## config.mk

```make
export PLATFORM = sky130hd
export DESIGN_NAME = ipc_irq_unit
export DESIGN_NICKNAME = d
export VERILOG_FILES = /design/src/rtl/ipc_pkg.sv /design/src/rtl/ipc_sync.sv /design/src/rtl/ipc_delta_tracker.sv /design/src/rtl/ipc_irq_merge.sv /design/src/rtl/ipc_irq_unit.sv
export SDC_FILE = /design/constraint.sdc
export NUM_CORES = 1
export LEC_CHECK = 0
export ABC_AREA = 1
export CORE_AREA = 4 4 59 61
export DETAILED_ROUTE_END_ITERATION = 12
export DIE_AREA = 0 0 63 65
export PLACE_DENSITY = 0.83
export SYNTH_ARGS = -nofsm -noshare
export SYNTH_HDL_FRONTEND = slang
export SYNTH_SLANG_ARGS = --single-unit
```

## constraint.sdc

```tcl
create_clock -name clk -period 1.1 [get_ports clk]
set_input_delay 0.165 -clock clk [delete_from_list [all_inputs] [get_ports clk]]
set_output_delay 0.165 -clock clk [all_outputs]
set_load 0.05 [all_outputs]
```

## src/rtl/ipc_pkg.sv

```systemverilog
package ipc_pkg;

    localparam int DATA_W    = 8;
    localparam int NUM_SRC   = DATA_W - 1;
    localparam int NUM_RAW   = DATA_W - 1;
    localparam int NUM_WATCH = DATA_W / 2;
    localparam int ADDR_W    = 2;

    typedef enum logic [ADDR_W-1:0] {
        SEL_CHG_EN   = 2'd0,
        SEL_STAT_MSK = 2'd1,
        SEL_RAW      = 2'd2,
        SEL_NONE     = 2'd3
    } reg_sel_e;

    typedef struct packed {
        logic port_chg;
        logic brk_b;
        logic rx_b;
        logic tx_b;
        logic ctr_rdy;
        logic brk_a;
        logic rx_a;
        logic tx_a;
    } irq_status_t;

    typedef struct packed {
        logic [NUM_WATCH-1:0] flags;
        logic [NUM_WATCH-1:0] levels;
    } chg_word_t;

    function automatic chg_word_t pack_chg(input logic [NUM_WATCH-1:0] lv,
                                           input logic [NUM_WATCH-1:0] fl);
        chg_word_t w;
        w.levels = lv;
        w.flags  = fl;
        return w;
    endfunction

    function automatic logic [DATA_W-1:0] pack_raw(input logic [NUM_RAW-1:0] lv);
        return {1'b1, lv};
    endfunction

    function automatic logic any_pending(input irq_status_t st,
                                         input logic [DATA_W-1:0] msk);
        return |(DATA_W'(st) & msk);
    endfunction

endpackage

```

## src/rtl/ipc_sync.sv

```systemverilog
module ipc_sync #(
    parameter int W      = 7,
    parameter int STAGES = 2
) (
    input  logic         clk,
    input  logic         rst,
    input  logic [W-1:0] din,
    output logic [W-1:0] dout
);
    localparam int LAST = STAGES - 1;

    logic [STAGES-1:0][W-1:0] stage_q;

    always_ff @(posedge clk) begin
        if (rst) stage_q[0] <= '0;
        else     stage_q[0] <= din;
    end

    for (genvar s = 1; s < STAGES; s++) begin : g_stage
        always_ff @(posedge clk) begin
            if (rst) stage_q[s] <= '0;
            else     stage_q[s] <= stage_q[s-1];
        end
    end

    assign dout = stage_q[LAST];
endmodule

```

## src/rtl/ipc_delta_tracker.sv

```systemverilog
module ipc_delta_tracker #(
    parameter int W = 4
) (
    input  logic         clk,
    input  logic         rst,
    input  logic [W-1:0] lvl,
    input  logic         clr,
    output logic [W-1:0] flags,
    output logic [W-1:0] hit
);
    logic [W-1:0] prev_q;

    always_ff @(posedge clk) begin
        if (rst) prev_q <= '0;
        else     prev_q <= lvl;
    end

    for (genvar i = 0; i < W; i++) begin : g_cell
        logic flag_q;
        assign hit[i] = lvl[i] ^ prev_q[i];

        // Set wins over clear so an edge seen during a clearing read survives.
        always_ff @(posedge clk) begin
            if (rst)         flag_q <= 1'b0;
            else if (hit[i]) flag_q <= 1'b1;
            else if (clr)    flag_q <= 1'b0;
        end
        assign flags[i] = flag_q;
    end
endmodule

```

## src/rtl/ipc_irq_merge.sv

```systemverilog
module ipc_irq_merge
    import ipc_pkg::*;
(
    input  logic                 clk,
    input  logic                 rst,
    input  logic                 mask_we,
    input  logic                 en_we,
    input  logic [DATA_W-1:0]    wdata,
    input  logic [NUM_SRC-1:0]   src,
    input  logic [NUM_WATCH-1:0] flags,
    output irq_status_t          status,
    output logic [DATA_W-1:0]    mask_q,
    output logic [NUM_WATCH-1:0] en_q,
    output logic                 irq_q
);
    logic [NUM_WATCH-1:0] gated;

    always_ff @(posedge clk) begin
        if (rst) begin
            mask_q <= '0;
            en_q   <= '0;
        end else begin
            if (mask_we) mask_q <= wdata;
            if (en_we)   en_q   <= wdata[NUM_WATCH-1:0];
        end
    end

    for (genvar i = 0; i < NUM_WATCH; i++) begin : g_gate
        assign gated[i] = flags[i] & en_q[i];
    end

    assign status = irq_status_t'({|gated, src});

    always_ff @(posedge clk) begin
        if (rst) irq_q <= 1'b0;
        else     irq_q <= any_pending(status, mask_q);
    end
endmodule

```

## src/rtl/ipc_irq_unit.sv

```systemverilog
module ipc_irq_unit
    import ipc_pkg::*;
#(
    parameter int SYNC_STAGES = 2
) (
    input  logic              clk,
    input  logic              rst,
    input  logic [ADDR_W-1:0] reg_addr,
    input  logic              reg_rd,
    input  logic              reg_wr,
    input  logic [DATA_W-1:0] reg_wdata,
    output logic [DATA_W-1:0] reg_rdata,
    input  logic [NUM_RAW-1:0] gp_in,
    input  logic [NUM_SRC-1:0] src_lvl,
    output logic              irq_o
);
    reg_sel_e             sel;
    logic [NUM_RAW-1:0]   lvl_sync;
    logic [NUM_WATCH-1:0] flags;
    logic [NUM_WATCH-1:0] edge_hit;
    logic [NUM_WATCH-1:0] en_q;
    logic [DATA_W-1:0]    mask_q;
    irq_status_t          status;
    logic                 rd_chg;
    logic                 wr_en;
    logic                 wr_mask;

    assign sel     = reg_sel_e'(reg_addr);
    assign rd_chg  = reg_rd && (sel == SEL_CHG_EN);
    assign wr_en   = reg_wr && (sel == SEL_CHG_EN);
    assign wr_mask = reg_wr && (sel == SEL_STAT_MSK);

    ipc_sync #(.W(NUM_RAW), .STAGES(SYNC_STAGES)) u_sync (
        .clk  (clk),
        .rst  (rst),
        .din  (gp_in),
        .dout (lvl_sync)
    );

    ipc_delta_tracker #(.W(NUM_WATCH)) u_delta (
        .clk   (clk),
        .rst   (rst),
        .lvl   (lvl_sync[NUM_WATCH-1:0]),
        .clr   (rd_chg),
        .flags (flags),
        .hit   (edge_hit)
    );

    ipc_irq_merge u_merge (
        .clk     (clk),
        .rst     (rst),
        .mask_we (wr_mask),
        .en_we   (wr_en),
        .wdata   (reg_wdata),
        .src     (src_lvl),
        .flags   (flags),
        .status  (status),
        .mask_q  (mask_q),
        .en_q    (en_q),
        .irq_q   (irq_o)
    );

    always_comb begin
        case (sel)
            SEL_CHG_EN:   reg_rdata = pack_chg(lvl_sync[NUM_WATCH-1:0], flags);
            SEL_STAT_MSK: reg_rdata = DATA_W'(status);
            SEL_RAW:      reg_rdata = pack_raw(lvl_sync);
            default:      reg_rdata = '0;
        endcase
    end
endmodule

```

==> flow_summary_export.csv, run 1 <==
group,metric,value,unit
synthesis,yosysWarnings,0,
worst_setup_path,end_kind,"output port",
global_routing,overflow,0,
place,place_inst,250,
sta,setup_violations,8,
drt,ant_nets,0,
synthesis,avgSynthCellArea,7.410,µm²
worst_setup_path,cp_max_fo,3,
synthesis,synth_area_leaders,"dfxtp_1, nand2_1, nor2_1, a21oi_1, inv_1",
status,violations,"setup timing",
global_routing,grt_pass1_wl,6.527,mm
floorplanning,coreArea,2978,µm²
power,ir_drop,0.8742,mV
synthesis,synth_top_area_share,52.24,%
sta,hold_violations,0,
final_layout,drive_gt1_share,29.83,%
final_layout,antennaDiodeCount,0,
synthesis,synth.distinct_cells,15,
synthesis,synth_nets,209,
clock_tree,clockBufferDepth,2,
worst_setup_path,cp-start-kind,"flop",
global_routing,antenna_found_initial,0,
clock_tree,clock_latency,0.35,ns
drt,wl_per_cell,14.41,µm
clock_tree,ctsHoldBuffers,0,
drt,vias,1365,
final_layout,multi_input_area,609.3,µm²
final_layout,nets,265,
place,place_hpwl,2.409,mm
synthesis,yosysTopAreaCell,"dfxtp_1",
clock_tree,cts_tree,"done",
floorplanning,rows,20,
sta,slew_violations,0,
place,gp_congestion,0.8368,
clock_tree,cts_root_buf,"clkbuf_4",
worst_setup_path,worstPathRequired,0.94,ns
job,timing.max_cap.violations,0,
worst_setup_path,critical_path_class,"reg -> out",
sta,fin_crit,1.433,ns
min_path,hold_path.class,"in -> reg",
clock_tree,h-tree-depth,2,
synthesis,synth_seq_area_share,52.24,%
worst_setup_path,crit_arrival,1.27,ns
sta,fmax,697.6,MHz
power,static-leakage-power,0.9610,nW
floorplanning,die_h,65,µm
power,post-layout-total-power,2.881,mW
drt,firstDrtPassIters,4,
floorplanning,start_util,45.04,%
global_routing,grt_max_degree,35,
drt,drc_errors,0,
floorplanning,die-area,4095,µm²
sta,slew_headroom,85.51,%
global_routing,grt_pass1_vias,1394,
sta,period_share,130.3,%
synthesis,synth_seq_cells,35,
status,status,"finished, violations left",
final_layout,n_fill_cell,206,
power,p_per_area,1332,nW/µm²
final_layout,syn2layout_area_growth,61.19,%
clock_tree,cts_buffers,5,
place,io_buffer_count,36,
global_routing,track_usage,20.83,%
drt,routed_wl,3.906,mm
floorplanning,pin_count,37,
sta,setup_slack,-0.3334,ns
sta,rsz0062_at_grt,"yes",
sta,whs,0.3195,ns
drt,vias_per_cell,5.037,
synthesis,synth_cells,181,
drt,first_iter_violations,82,
clock_tree,clk_pin_slew,0.11,ns
synthesis,synth_area,1341,µm²
clock_tree,cts.sinks,35,
floorplanning,dieWidth,63,µm
sta,fin_skew,0.007248,ns
final_layout,finalNonFillerCells,271,
final_layout,regArea,710.7,µm²
sta,tightestPinTransition,0.2167,ns
layout make-up:
class / instances / area share, %
inverters: 23 / 4.051
multi-input cells: 117 / 28.18
repair buffers: 55 / 28.99
well taps: 33 / 1.910
flip-flops and latches: 35 / 32.87
clock buffers: 6 / 2.373
clock inverters: 2 / 1.620
routing by layer:
metal	up-vias	wire length [µm]	global-route usage (%)
met4	0	123	9.091
met5	-	0	0
met2	70	1963	35.97
met1	613	1458	23.18
met3	16	359	7.106
li1	666	-	-
cells in the mapped netlist:
master,number
nand3_1,10
o21ai_0,6
xnor2_1,4
clkinv_2,1
clkbuf_1,4
nand2_1,51
inv_2,1
nand2_2,2
inv_1,21
dfxtp_1,35
nor2_4,1
o21bai_1,1
a21oi_1,16
buf_6,2
nor2_1,26
path summary, 6_finish.rpt:
| kind | depth (start not counted) | to | from | slack, ns |
|---|---|---|---|---|
| worst max register to register | 6 | u_merge.irq_q$_SDFF_PP0_ | u_delta.g_cell[1].flag_q$_SDFFE_PP0P_ | 0.18 |
| worst max-delay path | 5 | reg_rdata[7] | u_delta.g_cell[2].flag_q$_SDFFE_PP0P_ | -0.33 |
| worst min register to register | 2 | u_sync.dout[0]$_SDFF_PP0_ | u_sync.stage_q[0]$_SDFF_PP0_ | 0.40 |
| worst min-delay path | 3 | u_sync.stage_q[6]$_SDFF_PP0_ | gp_in[6] | 0.32 |
through the flow:
stage	area (µm²)	util [%]	TNS, ns	setup WS [ns]
finish	2162	72.61	-1.191	-0.3334
global route	2162	72.61	-1.597	-0.3810
detailed placement	1868	62.73	-9.794	-0.4717
global placement	1868	62.73	-8.462	-0.4357
floorplan	1356	-	0	0.01953
CTS	2112	70.92	-1.287	-0.2852
kinds of logic after synthesis:
family          Yosys count  share of synthesized area [%]
compound gates           23                          8.769
flops                    35                          52.24
xor+xnor                  4                          2.612
simple gates             90                          27.05
buf+inv                  29                          9.328
registers in the layout, summed over array words and instances (netlist names):
register               count
u_merge.en_q               4
u_merge.mask_q             8
u_delta.g_cell.flag_q      4
u_merge.irq_q              1
u_delta.prev_q             4
u_sync.stage_q             7
u_sync.dout                7
cell usage in the layout, fill, tap and decap left out, types with 2 or more instances in the layout:
cell / instances
a21oi_1: 16
buf_12: 11
buf_4: 15
buf_6: 2
clkbuf_4: 6
clkdlybuf4s50_1: 24
clkinv_2: 2
dfxtp_1: 27
dfxtp_2: 8
inv_1: 17
inv_2: 5
nand2_1: 45
nand2_2: 7
nand3_1: 7
nand3_2: 2
nor2_1: 24
nor2_4: 2
o21ai_2: 2
o21ai_4: 3
xnor2_1: 4
power breakdown:
group | switching (mW) | internal (mW)
Sequential | 0.0325 | 1.33
Combinational | 0.270 | 0.281
Clock | 0.434 | 0.537
Total | 0.736 | 2.14
worst max-delay path, cell delays in order, from the launching register on:
cell and delay [ns]:
dfxtp_2 0.35, nand2_1 0.08, nand2_2 0.07, o21ai_2 0.17, nand2_2 0.10, buf_12 0.16
repair_timing:
item                       CTS  global route
pin swaps                    7             5
setup endpoints to repair   19             8
buffers inserted            11             2
gates resized for setup     34            11
Note: power is estimated with default switching activity, not from simulation.
==> inputs of run 2 (changes only) <==
--- a/config.mk
+++ b/config.mk
@@ -9,7 +9,9 @@
 export CORE_AREA = 4 4 59 61
 export DETAILED_ROUTE_END_ITERATION = 12
 export DIE_AREA = 0 0 63 65
+export GPL_TIMING_DRIVEN = 1
 export PLACE_DENSITY = 0.83
+export SLEW_MARGIN = 0
 export SYNTH_ARGS = -nofsm -noshare
 export SYNTH_HDL_FRONTEND = slang
 export SYNTH_SLANG_ARGS = --single-unit
==> results of run 2 <==
Same layout as run 1: the final DEF is identical, and so are final timing and power.
